--- config.mk ---
export PLATFORM = sky130hd
export DESIGN_NAME = rob_core
export DESIGN_NICKNAME = d
export VERILOG_FILES = /design/src/rtl/rob_pkg.sv /design/src/rtl/rob_slot.sv /design/src/rtl/rob_ptrs.sv /design/src/rtl/rob_core.sv
export SDC_FILE = /design/constraint.sdc
export NUM_CORES = 1
export LEC_CHECK = 0
export BUFFER_PORTS_ARGS = -buffer_cell sky130_fd_sc_hd__buf_2
export CAP_MARGIN = 5
export CELL_PAD_IN_SITES_DETAIL_PLACEMENT = 1
export CELL_PAD_IN_SITES_GLOBAL_PLACEMENT = 1
export CORE_ASPECT_RATIO = 0.7
export CORE_UTILIZATION = 48
export CTS_CLUSTER_SIZE = 14
export DETAILED_ROUTE_END_ITERATION = 8
export HOLD_SLACK_MARGIN = 0.1
export PLACE_DENSITY = 0.8
export SLEW_MARGIN = 20
export SYNTH_ARGS = -nofsm -noshare
export SYNTH_HDL_FRONTEND = slang
export SYNTH_SLANG_ARGS = --single-unit
--- constraint.sdc ---
create_clock -name clk_i -period 3.87 [get_ports clk_i]
set_input_delay 0.9675 -clock clk_i [delete_from_list [all_inputs] [get_ports clk_i]]
set_output_delay 0.9675 -clock clk_i [all_outputs]
set_load 0.005 [all_outputs]
--- src/rtl/rob_pkg.sv ---
package rob_pkg;
  localparam int unsigned XLEN   = 32;
  localparam int unsigned REG_W  = 5;
  localparam int unsigned ADDR_W = 32;

  typedef enum logic [1:0] {
    KIND_ALU = 2'd0,
    KIND_ST  = 2'd1,
    KIND_BR  = 2'd2
  } kind_e;

  typedef struct packed {
    logic              busy;
    logic              ready;
    kind_e             kind;
    logic [REG_W-1:0]  dst;
    logic [XLEN-1:0]   value;
    logic [ADDR_W-1:0] addr;
    logic              mispred;
  } entry_t;
endpackage

--- src/rtl/rob_slot.sv ---
module rob_slot
  import rob_pkg::*;
(
  input  logic              clk_i,
  input  logic              rst_ni,
  input  logic              alloc_i,
  input  kind_e             kind_i,
  input  logic [REG_W-1:0]  dst_i,
  input  logic              wr_i,
  input  logic [XLEN-1:0]   value_i,
  input  logic [ADDR_W-1:0] addr_i,
  input  logic              mis_i,
  input  logic              free_i,
  input  logic              clr_i,
  output entry_t            entry_o
);
  entry_t entry_q;

  always_ff @(posedge clk_i or negedge rst_ni) begin
    if (!rst_ni) begin
      entry_q <= '0;
    end else if (clr_i) begin
      entry_q.busy  <= 1'b0;
      entry_q.ready <= 1'b0;
    end else begin
      if (wr_i && entry_q.busy) begin
        entry_q.ready   <= 1'b1;
        entry_q.value   <= value_i;
        entry_q.addr    <= addr_i;
        entry_q.mispred <= mis_i;
      end
      if (free_i) begin
        entry_q.busy  <= 1'b0;
        entry_q.ready <= 1'b0;
      end
      if (alloc_i) begin
        entry_q.busy    <= 1'b1;
        entry_q.ready   <= 1'b0;
        entry_q.kind    <= kind_i;
        entry_q.dst     <= dst_i;
        entry_q.value   <= '0;
        entry_q.addr    <= '0;
        entry_q.mispred <= 1'b0;
      end
    end
  end

  assign entry_o = entry_q;

  p_ready_needs_busy_r3: assert property (@(posedge clk_i) disable iff (!rst_ni)
    entry_q.ready |-> entry_q.busy);

  p_write_marks_ready_r3: assert property (@(posedge clk_i) disable iff (!rst_ni)
    (wr_i && entry_q.busy && !clr_i && !free_i && !alloc_i) |=> entry_q.ready);

  p_clear_drops_entry_r11: assert property (@(posedge clk_i) disable iff (!rst_ni)
    clr_i |=> (!entry_q.busy && !entry_q.ready));
endmodule

--- src/rtl/rob_ptrs.sv ---
module rob_ptrs #(
  parameter int unsigned DEPTH = 8,
  parameter int unsigned TAG_W = $clog2(DEPTH)
) (
  input  logic             clk_i,
  input  logic             rst_ni,
  input  logic             push_i,
  input  logic             pop_i,
  input  logic             flush_i,
  output logic [TAG_W-1:0] head_o,
  output logic [TAG_W-1:0] tail_o,
  output logic             full_o,
  output logic             empty_o
);
  // DEPTH must be a power of two; the extra top bit marks the wrap
  localparam int unsigned PW = TAG_W + 1;

  logic [PW-1:0] head_q, tail_q, head_d, tail_d;

  always_comb begin
    head_d = head_q + PW'(pop_i);
    tail_d = flush_i ? head_d : tail_q + PW'(push_i);
  end

  always_ff @(posedge clk_i or negedge rst_ni) begin
    if (!rst_ni) begin
      head_q <= '0;
      tail_q <= '0;
    end else begin
      head_q <= head_d;
      tail_q <= tail_d;
    end
  end

  assign head_o  = head_q[TAG_W-1:0];
  assign tail_o  = tail_q[TAG_W-1:0];
  assign empty_o = (head_q == tail_q);
  assign full_o  = (head_q[TAG_W-1:0] == tail_q[TAG_W-1:0]) &&
                   (head_q[TAG_W] != tail_q[TAG_W]);

  p_no_overflow_r2: assert property (@(posedge clk_i) disable iff (!rst_ni)
    push_i |-> !full_o);

  p_no_underflow_r5: assert property (@(posedge clk_i) disable iff (!rst_ni)
    pop_i |-> !empty_o);

  p_flush_empties_r9: assert property (@(posedge clk_i) disable iff (!rst_ni)
    flush_i |=> empty_o);
endmodule

--- src/rtl/rob_core.sv ---
module rob_core
  import rob_pkg::*;
#(
  parameter int unsigned DEPTH = 8,
  parameter int unsigned TAG_W = $clog2(DEPTH)
) (
  input  logic              clk_i,
  input  logic              rst_ni,
  input  logic              rs_avail_i,
  input  logic              alloc_valid_i,
  input  logic [1:0]        alloc_kind_i,
  input  logic [REG_W-1:0]  alloc_dst_i,
  output logic              alloc_ready_o,
  output logic [TAG_W-1:0]  alloc_tag_o,
  input  logic              cdb_valid_i,
  input  logic [TAG_W-1:0]  cdb_tag_i,
  input  logic [XLEN-1:0]   cdb_value_i,
  input  logic [ADDR_W-1:0] cdb_addr_i,
  input  logic              cdb_mispred_i,
  input  logic [TAG_W-1:0]  lk_tag_i,
  output logic              lk_ready_o,
  output logic [XLEN-1:0]   lk_value_o,
  output logic [TAG_W-1:0]  lk_wait_tag_o,
  output logic              commit_valid_o,
  output logic [1:0]        commit_kind_o,
  output logic              rf_we_o,
  output logic [REG_W-1:0]  rf_addr_o,
  output logic [XLEN-1:0]   rf_data_o,
  output logic              st_en_o,
  output logic [ADDR_W-1:0] st_addr_o,
  output logic [XLEN-1:0]   st_data_o,
  input  logic              flush_i,
  output logic              flush_o
);
  entry_t           slots [DEPTH];
  entry_t           head_e, lk_e;
  logic [TAG_W-1:0] head, tail;
  logic             full, empty;
  logic             alloc_fire, commit_fire, flush_any, cdb_take;

  rob_ptrs #(.DEPTH(DEPTH), .TAG_W(TAG_W)) u_ptrs (
    .clk_i   (clk_i),
    .rst_ni  (rst_ni),
    .push_i  (alloc_fire),
    .pop_i   (commit_fire),
    .flush_i (flush_any),
    .head_o  (head),
    .tail_o  (tail),
    .full_o  (full),
    .empty_o (empty)
  );

  assign head_e = slots[head];
  assign lk_e   = slots[lk_tag_i];

  // retire path
  assign commit_fire = head_e.busy && head_e.ready && !flush_i;
  assign flush_o     = commit_fire && (head_e.kind == KIND_BR) && head_e.mispred;
  assign flush_any   = flush_i || flush_o;

  // claim path
  assign alloc_ready_o = !full && rs_avail_i && !flush_any;
  assign alloc_fire    = alloc_valid_i && alloc_ready_o;
  assign alloc_tag_o   = tail;
  assign cdb_take      = cdb_valid_i && !flush_any;

  for (genvar i = 0; i < DEPTH; i++) begin : g_slot
    rob_slot u_slot (
      .clk_i   (clk_i),
      .rst_ni  (rst_ni),
      .alloc_i (alloc_fire && (tail == TAG_W'(i))),
      .kind_i  (kind_e'(alloc_kind_i)),
      .dst_i   (alloc_dst_i),
      .wr_i    (cdb_take && (cdb_tag_i == TAG_W'(i))),
      .value_i (cdb_value_i),
      .addr_i  (cdb_addr_i),
      .mis_i   (cdb_mispred_i),
      .free_i  (commit_fire && (head == TAG_W'(i))),
      .clr_i   (flush_any),
      .entry_o (slots[i])
    );
  end

  // operand forwarding
  assign lk_ready_o    = lk_e.busy && lk_e.ready;
  assign lk_value_o    = lk_ready_o ? lk_e.value : '0;
  assign lk_wait_tag_o = lk_tag_i;

  assign commit_valid_o = commit_fire;
  assign commit_kind_o  = head_e.kind;
  assign rf_we_o        = commit_fire && (head_e.kind == KIND_ALU);
  assign rf_addr_o      = head_e.dst;
  assign rf_data_o      = head_e.value;
  assign st_en_o        = commit_fire && (head_e.kind == KIND_ST);
  assign st_addr_o      = head_e.addr;
  assign st_data_o      = head_e.value;

  p_retire_in_order_r5: assert property (@(posedge clk_i) disable iff (!rst_ni)
    commit_fire |=> (head == TAG_W'($past(head) + 1'b1)));

  p_claim_takes_slot_r1: assert property (@(posedge clk_i) disable iff (!rst_ni)
    alloc_fire |=> slots[$past(alloc_tag_o)].busy);

  p_flush_leaves_empty_r10: assert property (@(posedge clk_i) disable iff (!rst_ni)
    flush_i |=> (empty && !commit_fire));

  p_single_retire_r6: assert property (@(posedge clk_i) disable iff (!rst_ni)
    $countones({rf_we_o, st_en_o}) <= 1);
endmodule

# After elaboration in Yosys (flattened, before gate mapping)
# Cells that the tools add are included.
[op_classes]
addsub = 2
magnitude_cmp = 2
n_eq_ne = 25
mux = 48
bitwise = 3
reduce_logical = 92
[ops]
columns = ["cell", "n"]
rows = [
  ["$mux W74", 12],
  ["$mux W65", 8],
  ["$bmux W74 S3", 2],
  ["$logic_and A1 B1 Y1", 44],
  ["$eq A3 B3 Y1 const B", 12],
  ["$mux W2", 16],
  ["$mux W32", 1],
  ["$reduce_and A2 Y1", 16],
  ["$reduce_bool A4 Y1", 8],
  ["$reduce_bool A3 Y1", 8],
  ["$eq A3 B2 Y1 const B", 6],
  ["$reduce_bool A2 Y1", 8],
  ["$eq A3 B1 Y1 const B", 3],
  ["$logic_not A3 Y1", 3],
  ["$add A4 B1 Y4", 2],
  ["$ge A4 B4 Y1 const B", 2],
  ["$mux W1", 8],
  ["$not A3 Y4", 2],
  ["$mux W4", 1],
  ["$eq A3 B3 Y1", 1],
  ["$logic_not A1 Y1", 3],
  ["$eq A2 B1 Y1 const B", 1],
  ["$eq A2 B2 Y1 const B", 1],
  ["$logic_not A2 Y1", 1],
  ["3 further kinds", 3],
]
[totals]
regBits = 600
in_bits = 84
word_cells = 230

# Longest topological paths before layout
# Gate-level depths: netlist (run 1).
[logic_depth]
ltp_word = 17
depth_mapped = 14
mapped_depth_nobuf = 10

# By module
# From an unflattened synthesis (run 1), not the netlist that was laid out.
[hier_totals]
cells_unflattened = 3071
area_unflattened_um2 = 33170.6
[by_module_without_submodules]
columns = ["module", "n_inst", "cells_each", "area_each_um2"]
rows = [
  ["rob_slot", 8, 314, 3213.1],
  ["rob_core", 1, 523, 7016.7],
  ["rob_ptrs", 1, 36, 449.2],
]

# Worst setup path after synthesis (run 1)
# No wires, ideal clock.
[synth_timing]
path_type = "input to output"
startpoint = "input port lk_tag_i[0]"
endpoint = "output port lk_value_o[10]"
arrival_ns = 2.634
setup_slack_ns = 0.269
cell_stages = 5
path_cell_list = "buf_1 buf_1 mux4_2 mux2i_1 nor2_1"
[synth_between]
elab_chain_len = 6
[synth_lines]
columns = ["element", "line_no", "rtl"]
rows = [
  ["start: declaration", "rob_core.sv:20", "input logic [TAG_W-1:0] lk_tag_i,"],
  ["$not A3 Y4 (not written as such) *", "rob_core.sv:54", "assign lk_e = slots[lk_tag_i];"],
  ["$bmux W74 S3 *", "rob_core.sv:54", ""],
  ["$mux W74 (not written as such) * (2 in series)", "rob_core.sv:54", ""],
  ["$logic_and A1 B1 Y1", "rob_core.sv:85", "assign lk_ready_o = lk_e.busy && lk_e.ready;"],
  ["$mux W32 *", "rob_core.sv:86", "assign lk_value_o = lk_ready_o ? lk_e.value : '0;"],
  ["end: declaration", "rob_core.sv:22", "output logic [XLEN-1:0] lk_value_o,"],
]
# Mark *: on every way between the ends. The rest lies on a longest branch, timed or not. The select of a mux whose other input is x is not followed.

# Final worst setup path (run 1)
[layout_timing]
startpoint = "register u_ptrs.head_q[1]"
endpoint = "output port rf_data_o[12]"
[layout_between]
elab_chain_len = 4
[layout_lines]
columns = ["element", "line_no", "rtl"]
rows = [
  ["start: declaration", "rob_ptrs.sv:18", "logic [PW-1:0] head_q, tail_q, head_d, tail_d;"],
  ["start signal: assignment", "rob_ptrs.sv:27", "head_q <= '0;"],
  ["start signal: assignment", "rob_ptrs.sv:30", "head_q <= head_d;"],
  ["$not A3 Y4 (not written as such)", "rob_core.sv:53", "assign head_e = slots[head];"],
  ["$bmux W74 S3", "rob_core.sv:53", ""],
  ["$mux W74 (not written as such) (2 in series)", "rob_core.sv:53", ""],
  ["end: declaration", "rob_core.sv:28", "output logic [XLEN-1:0] rf_data_o,"],
]
# No other way between the ends. The select of a mux whose other input is x is not followed.

==> results of run 1 <==
## worst paths after layout
kind | end | startpoint
hold reg to reg | g_slot[1].u_slot.entry_o[71] | g_slot[1].u_slot.entry_o[71]
min in group clk_i | g_slot[1].u_slot.entry_o[71] | g_slot[1].u_slot.entry_o[71]
hold / removal | g_slot[0].u_slot.entry_o[48] | rst_ni
max in group asynchronous | g_slot[2].u_slot.entry_o[12] | rst_ni
setup / recovery | rf_data_o[12] | u_ptrs.head_q[1]
setup reg to reg | g_slot[2].u_slot.entry_o[51] | u_ptrs.head_q[0]
## cell families (layout without fill, tap and decap cells)
kind of cell | after synthesis | in the layout | share of synthesized area (%)
adder cells (fa/ha/maj) | 4 | 4 | 0.154
XOR/XNOR | 8 | 8 | 0.216
other | 0 | 12 | 0
buffers and inverters | 465 | 467 | 6.37
AND/OR/NAND/NOR | 653 | 653 | 9.95
flip-flops | 600 | 600 | 46.2
multiplexers | 373 | 373 | 20.1
AO/OA/AOI/OAI | 1079 | 1079 | 17.0
## sequential cells by signal, indices dropped and copies added (netlist names)
signal and count:
u_ptrs.tail_q 4, g_slot.u_slot.entry_o 592, u_ptrs.head_q 4
## metrics by stage
step	area, µm²	util [%]	hold WS, ps
global route	36400	54.6	218
global placement	34100	51.1	461
floorplan	32500	-	450
CTS	36300	54.5	207
finish	36400	54.6	204
detailed placement	34100	51.1	473
## cells in the final DEF (no fill, tap or decap), drive strengths merged, types with 3 or more instances in the layout
master and count:
a21oi 530, mux4 207, nor3 10, ha 4, a31o 4, o41a 3, mux2i 36, nand3 524
nand2 30, mux2 130, xor2 5, nand4 4, nor2 50, xnor2 3, buf 350, clkbuf 89
nand2b 6, and2 9, or3 3, dfrtp 600, o41ai 4, clkinv 17, diode 12, o21ai 528
bufinv 7, nor2b 4, inv 3
## critical path, delay by kind of cell, from the launching register on
| kind | cells | cell delay [ps] |
|---|---|---|
| muxes | 2 | 780 |
| DFF | 1 | 460 |
| buffers and inverters | 2 | 930 |
## what timing repair did
item                       CTS  global route
cloned                       1             0
setup endpoints to repair   82             4
pin swaps                    1             0
gates resized for setup      3             2
hold buffers                 0             0
setup buffers                8             3
## cell usage after synthesis (4+ instances only)
| cell | number | area share, % |
|---|---|---|
| sky130_fd_sc_hd__nand3_1 | 524 | 8.1 |
| sky130_fd_sc_hd__buf_4 | 43 | 0.99 |
| sky130_fd_sc_hd__nand2_1 | 30 | 0.35 |
| sky130_fd_sc_hd__buf_6 | 12 | 0.42 |
| sky130_fd_sc_hd__ha_1 | 4 | 0.15 |
| sky130_fd_sc_hd__clkbuf_1 | 208 | 2.4 |
| sky130_fd_sc_hd__xor2_1 | 5 | 0.13 |
| sky130_fd_sc_hd__buf_2 | 59 | 0.91 |
| sky130_fd_sc_hd__and2_1 | 9 | 0.17 |
| sky130_fd_sc_hd__mux2_1 | 46 | 1.6 |
| sky130_fd_sc_hd__mux2i_1 | 36 | 1.1 |
| sky130_fd_sc_hd__o21ai_0 | 462 | 7.1 |
| sky130_fd_sc_hd__a31o_1 | 4 | 0.11 |
| sky130_fd_sc_hd__dfrtp_1 | 600 | 46 |
| sky130_fd_sc_hd__nor2_1 | 48 | 0.55 |
| sky130_fd_sc_hd__mux2_2 | 70 | 2.4 |
| sky130_fd_sc_hd__o21ai_1 | 66 | 1.0 |
| sky130_fd_sc_hd__nor3_1 | 10 | 0.15 |
| sky130_fd_sc_hd__a21oi_1 | 530 | 8.2 |
| sky130_fd_sc_hd__mux4_2 | 207 | 14 |
| sky130_fd_sc_hd__mux2_4 | 14 | 0.65 |
| sky130_fd_sc_hd__nand4_1 | 4 | 0.077 |
| sky130_fd_sc_hd__nand2b_1 | 6 | 0.12 |
| sky130_fd_sc_hd__buf_1 | 140 | 1.6 |
| sky130_fd_sc_hd__nor2b_1 | 4 | 0.077 |
## per-layer routing
| layer | up-vias | share of wire [%] | global-route usage, % |
|---|---|---|---|
| li1 | 11600 | - | - |
| met1 | 15300 | 37 | 51.1 |
| met2 | 2254 | 46 | 59.9 |
| met3 | 537 | 12 | 10.0 |
| met4 | 8 | 4.5 | 17.3 |
| met5 | - | 0.034 | 0 |
## where the power goes
group / total, µW / internal, µW / switching, µW / leakage [µW]
logic: 1520 / 576 / 945 / 0.00602
clock network: 6310 / 3630 / 2680 / 0.00104
registers: 6640 / 6490 / 148 / 0.00831
total: 14500 / 10700 / 3780 / 0.0154
## final cells by class
cell class	count	share of cell area (%)
tap	891	3.06
clock buffer	89	4.87
clock inverter	24	0.842
inverter	3	0.0309
sequential	600	41.3
multi-input combinational	2117	42.7
antenna	12	0.0824
timing repair buffer	351	7.18
==> parameters.txt, run 1 <==
Parameter                              Value

Drt
  Number of search-and-repair iterations in the first detailed-routing pass    6
  Number of vias in the routed layout    29.7k
  Routed wirelength normalized by instance count    32.1 µm
  Final ANT Viol Nets    0
  Number of DRC violations after detailed-routing iteration 0    3988
  DRC viols    0
  Total Wirelength    131 mm
  Via-to-Cell Ratio    7.27

Power
  Maximum resistive drop on vdd    0.348 mV
  Leak    0.0154 µW
  Sum of internal, switching and leakage power    14500 µW
  Power Dens Cells    397 mW/mm²

Cells and area
  Share of final-layout standard cells stronger than drive strength 1    24.4%
  Layout filler cell count    7118
  Area growth, synth to finish    12.0%
  Count of nets after finishing    3221
  Filler-free cell count of the finished design    4087
  Area of the multi-input gates    0.0155 mm²
  Area taken by flip-flops and latches    0.0150 mm²

STA
  Setup-violating endpoint count in the final report    0
  Setup repair after global routing missed its margin    no
  Setup TNS Final    0 ps
  Maximum clock skew at final layout    20.7 ps
  Ratio of final minimum period to clock period    99.0%
  Maximum clock rate    261 MHz
  Slew headroom    26.8%
  Final Worst Setup Slack    40.3 ps
  Final count of pins violating max slew    0
  Final count of hold timing violations    0
  Transition time at the pin with the least slew margin    1100 ps
  Period minus WS final    3830 ps

Floorplanning
  Die Outline Area    0.0688 mm²
  Die boundary width    313 µm
  Placement Rows    79
  Initial cell density of the core    48.7%
  Height of the chip    220 µm
  Total core area    0.0667 mm²
  Boundary pin count    231

Clocking
  Master cell of the clock root buffer    sky130_fd_sc_hd__clkbuf_16
  Total CTS buffers    60
  Later-pin clock latency in the skew report    650 ps
  CTS H-tree depth    2
  Clock tree from TritonCTS    yes
  Clock slew seen by the registers of the worst setup and hold paths    70 ps
  Maximum buffer depth of the clock tree    3
  Number of clock sinks seen by CTS    600

Synth
  Warning count from the yosys run    0
  Portion of the post-synthesis area used by sequential elements    46.2%
  Post-synthesis sequential element count    600
  Synth Flop Type    sky130_fd_sc_hd__dfrtp_1
  Netlist Area Pre-Place    0.0325 mm²
  Number of synthesized flops with an enable pin    0
  Distinct cell type count of the synthesized netlist    47
  Gate count after technology mapping    3182
  Asr flop ratio synth    100%
  Nets in the synthesized netlist    3270
  Syn avg cell area    10.2 µm²

Place
  Placed Cells incl. Taps    3950
  RD Place Congestion    0.837
  Place WS    253 ps
  Port Buffer Count    230
  Estimated wirelength of the detail-placed design    73.5 mm

Global route
  Maximum number of pins on one net before global-route repair    118
  Total GRT Usage    38.6%
  First-pass GRT wire length    201 mm
  Number of global-route vias before repair    32.1k
  Initial antenna violation count    16
  Aggregate global routing overflow    0

Setup path
  Kind of start point of the critical path    flip-flop
  Start-to-end type of the worst setup path    reg -> out
  Critical path data arrival time    2860 ps
  Critical Path Slowest Stage Cell    sky130_fd_sc_hd__buf_4
  Sequence of cells on the critical path    buf_4 -> mux4_2 -> mux2_2 -> buf_2
  Data required, critical path    2900 ps
  Slowest Stage Delay on Critical Path    790 ps
  Worst reg-to-reg setup slack    320 ps
  Biggest fanout along the worst timing path    56
  Capturing element type of the critical path    output pin
  Worst-case reg-to-reg path depth    9

Status
  Result of the run    finished clean

Worst hold path
  Worst min-delay path category    in -> async

Run
  Max-capacitance violation count    0
No activity file was read; power rests on OpenSTA's default activity.
==> run 2, diff against run 1 <==
==> constraint.sdc (replaced) <==
create_clock -name clk_i -period 3.87 [get_ports clk_i]
set_input_delay 0.5805 -clock clk_i [delete_from_list [all_inputs] [get_ports clk_i]]
set_output_delay 0.5805 -clock clk_i [all_outputs]
set_load 0.005 [all_outputs]
==> run 2 against run 1 <==
Die area unchanged. First-iteration DRC count down 15%. Worst setup slack better by 79 ps. Non-clock buffer count down 14. Cell area down 0.99%. Hold slack better by 41 ps. Fmax up 2.1%. Routed wire length down 2.8%. Count of clock-buffer cells in the layout down 2. Clock power down 3%. Combinational power about the same. Register-to-register slack worse by 170 ps. Highest routed layer unchanged.
==> parameters.txt, run 2 (synthesis gave the netlist of run 1 again) <==
Parameter                              Value

Setup path
  Capturing element type of the critical path    output pin
  Data required, critical path    3290 ps
  Critical path data arrival time    3170 ps
  Kind of start point of the critical path    flip-flop
  Start-to-end type of the worst setup path    reg -> out
  Biggest fanout along the worst timing path    34

Drt
  Via-to-Cell Ratio    7.16
  Number of vias in the routed layout    29.1k
  Number of search-and-repair iterations in the first detailed-routing pass    5
  Total Wirelength    127 mm
  DRC viols    0
  Final ANT Viol Nets    0
  Routed wirelength normalized by instance count    31.4 µm
  Number of DRC violations after detailed-routing iteration 0    3388

Cells and area
  Area growth, synth to finish    10.9%
  Filler-free cell count of the finished design    4062
  Share of the core filled with cells    54.0%
  Leading cell type in the layout, fill and taps excluded    sky130_fd_sc_hd__dfrtp_1
  Most frequent cells in the layout    597 x sky130_fd_sc_hd__dfrtp_1, 529 x sky130_fd_sc_hd__a21oi_1, 523 x sky130_fd_sc_hd__nand3_1
  Final standard cell area without fillers    0.0361 mm²
  Share of final-layout standard cells stronger than drive strength 1    24.1%
  Number of flip-flops in the largest register    592
  Count of nets after finishing    3206

Global route
  First-pass GRT wire length    195 mm
  Number of global-route vias before repair    31.5k
  Aggregate global routing overflow    0
  Initial antenna violation count    14
  Maximum number of pins on one net before global-route repair    150
  Total GRT Usage    37.1%

Power
  Switching part of the total    26.3%
  Maximum resistive drop on vdd    0.334 mV
  Leak    0.0152 µW
  Sequential cell fraction of total power    46.6%
  Int Pwr    10500 µW
  Clock share of power    43.0%
  Net Sw Power    3740 µW
  Power Dens Cells    395 mW/mm²
  Logic pwr share    10.5%

Clocking
  Clock slew seen by the registers of the worst setup and hold paths    70 ps
  Maximum buffer depth of the clock tree    3
  Later-pin clock latency in the skew report    670 ps
  Clock tree from TritonCTS    yes
  Total CTS buffers    59
  Master cell of the clock root buffer    sky130_fd_sc_hd__clkbuf_16
  CTS H-tree depth    2
  Number of clock sinks seen by CTS    600

Place
  RD Place Congestion    0.876
  Post-detailed-placement cell area    0.0340 mm²
  Estimated wirelength of the detail-placed design    74.5 mm
  Port Buffer Count    230
  Placed Cells incl. Taps    3945

Floorplanning
  Total core area    0.0667 mm²
  Placement Rows    79
  Height of the chip    220 µm
  Boundary pin count    231
  Die Outline Area    0.0688 mm²
  Die boundary width    313 µm
  Initial cell density of the core    48.7%

STA
  Maximum clock rate    267 MHz
  Ratio of final minimum period to clock period    96.9%
  Setup-violating endpoint count in the final report    0
  Setup TNS Final    0 ps
  Final count of pins violating max slew    0
  Setup repair after global routing missed its margin    no
  Slew headroom    32.1%
  Transition time at the pin with the least slew margin    1020 ps
  Maximum clock skew at final layout    30.7 ps
  Period minus WS final    3750 ps
  Minimum hold slack    245 ps
  Final count of hold timing violations    0

Status
  Result of the run    finished clean

Run
  Max-capacitance violation count    0

Worst hold path
  Worst min-delay path category    in -> reg
==> run 2: layout make-up <==
cell class | count | area, µm²
fill | 7129 | 30700
multi-input combinational | 2117 | 15500
antenna | 8 | 20.0
inverter | 3 | 11.3
clock buffer | 87 | 1760
tap | 891 | 1110
timing repair buffer | 337 | 2340
sequential | 600 | 15000
clock inverter | 19 | 238
==> run 2: routing by layer <==
metal / track usage [%] / part of all wire, % / vias to the layer above
met5: 0 / 0.055 / -
met4: 15.9 / 3.6 / 10
met3: 9.83 / 12 / 389
met2: 57.6 / 46 / 1993
met1: 49.4 / 38 / 15100
li1: - / - / 11500
==> run 2: path summary, 6_finish.rpt <==
check / start / end / cells after the start / slack [ps]
max: u_ptrs.head_q[0] / st_addr_o[1] / 5 / 120
min: cdb_addr_i[18] / g_slot[6].u_slot.entry_o[19] / 3 / 240
max reg2reg: u_ptrs.head_q[0] / g_slot[6].u_slot.entry_o[33] / 7 / 150
min reg2reg: g_slot[0].u_slot.entry_o[66] / g_slot[0].u_slot.entry_o[66] / 1 / 480
max in group asynchronous: rst_ni / g_slot[1].u_slot.entry_o[16] / 3 / 2130
min in group asynchronous: rst_ni / g_slot[3].u_slot.entry_o[47] / 2 / 500
==> run 2: timing repair <==
item,CTS,global route
pin swaps,0,0
hold buffers,1,0
setup endpoints to repair,30,4
hold endpoints to repair,68,0
gates resized for setup,4,4
buffers inserted,0,1
==> run 2: power by group through the flow <==
stage               clock network [µW]  registers (µW)  logic, µW
floorplan                            0            6680        885
global placement                     0            6710       1400
detailed placement                   0            6740       1460
CTS                               6130            6630       1470
global route                      6380            6660       1590
finish                            6130            6640       1490
==> run 2: stage by stage <==
step	setup WS, ps	power [µW]
6_report	119	14300
5_1_grt	20.0	14600
4_1_cts	13.9	14200
3_5_place_dp	349	8200
3_3_place_gp	467	8110
2_1_floorplan	663	7570
==> run 2: worst max-delay path, stage by stage, from the launching register on <==
cell                      delay, ps
sky130_fd_sc_hd__dfrtp_4        610
sky130_fd_sc_hd__buf_6          310
sky130_fd_sc_hd__buf_6          500
sky130_fd_sc_hd__mux4_2         630
sky130_fd_sc_hd__mux2_2         310
sky130_fd_sc_hd__buf_2          130
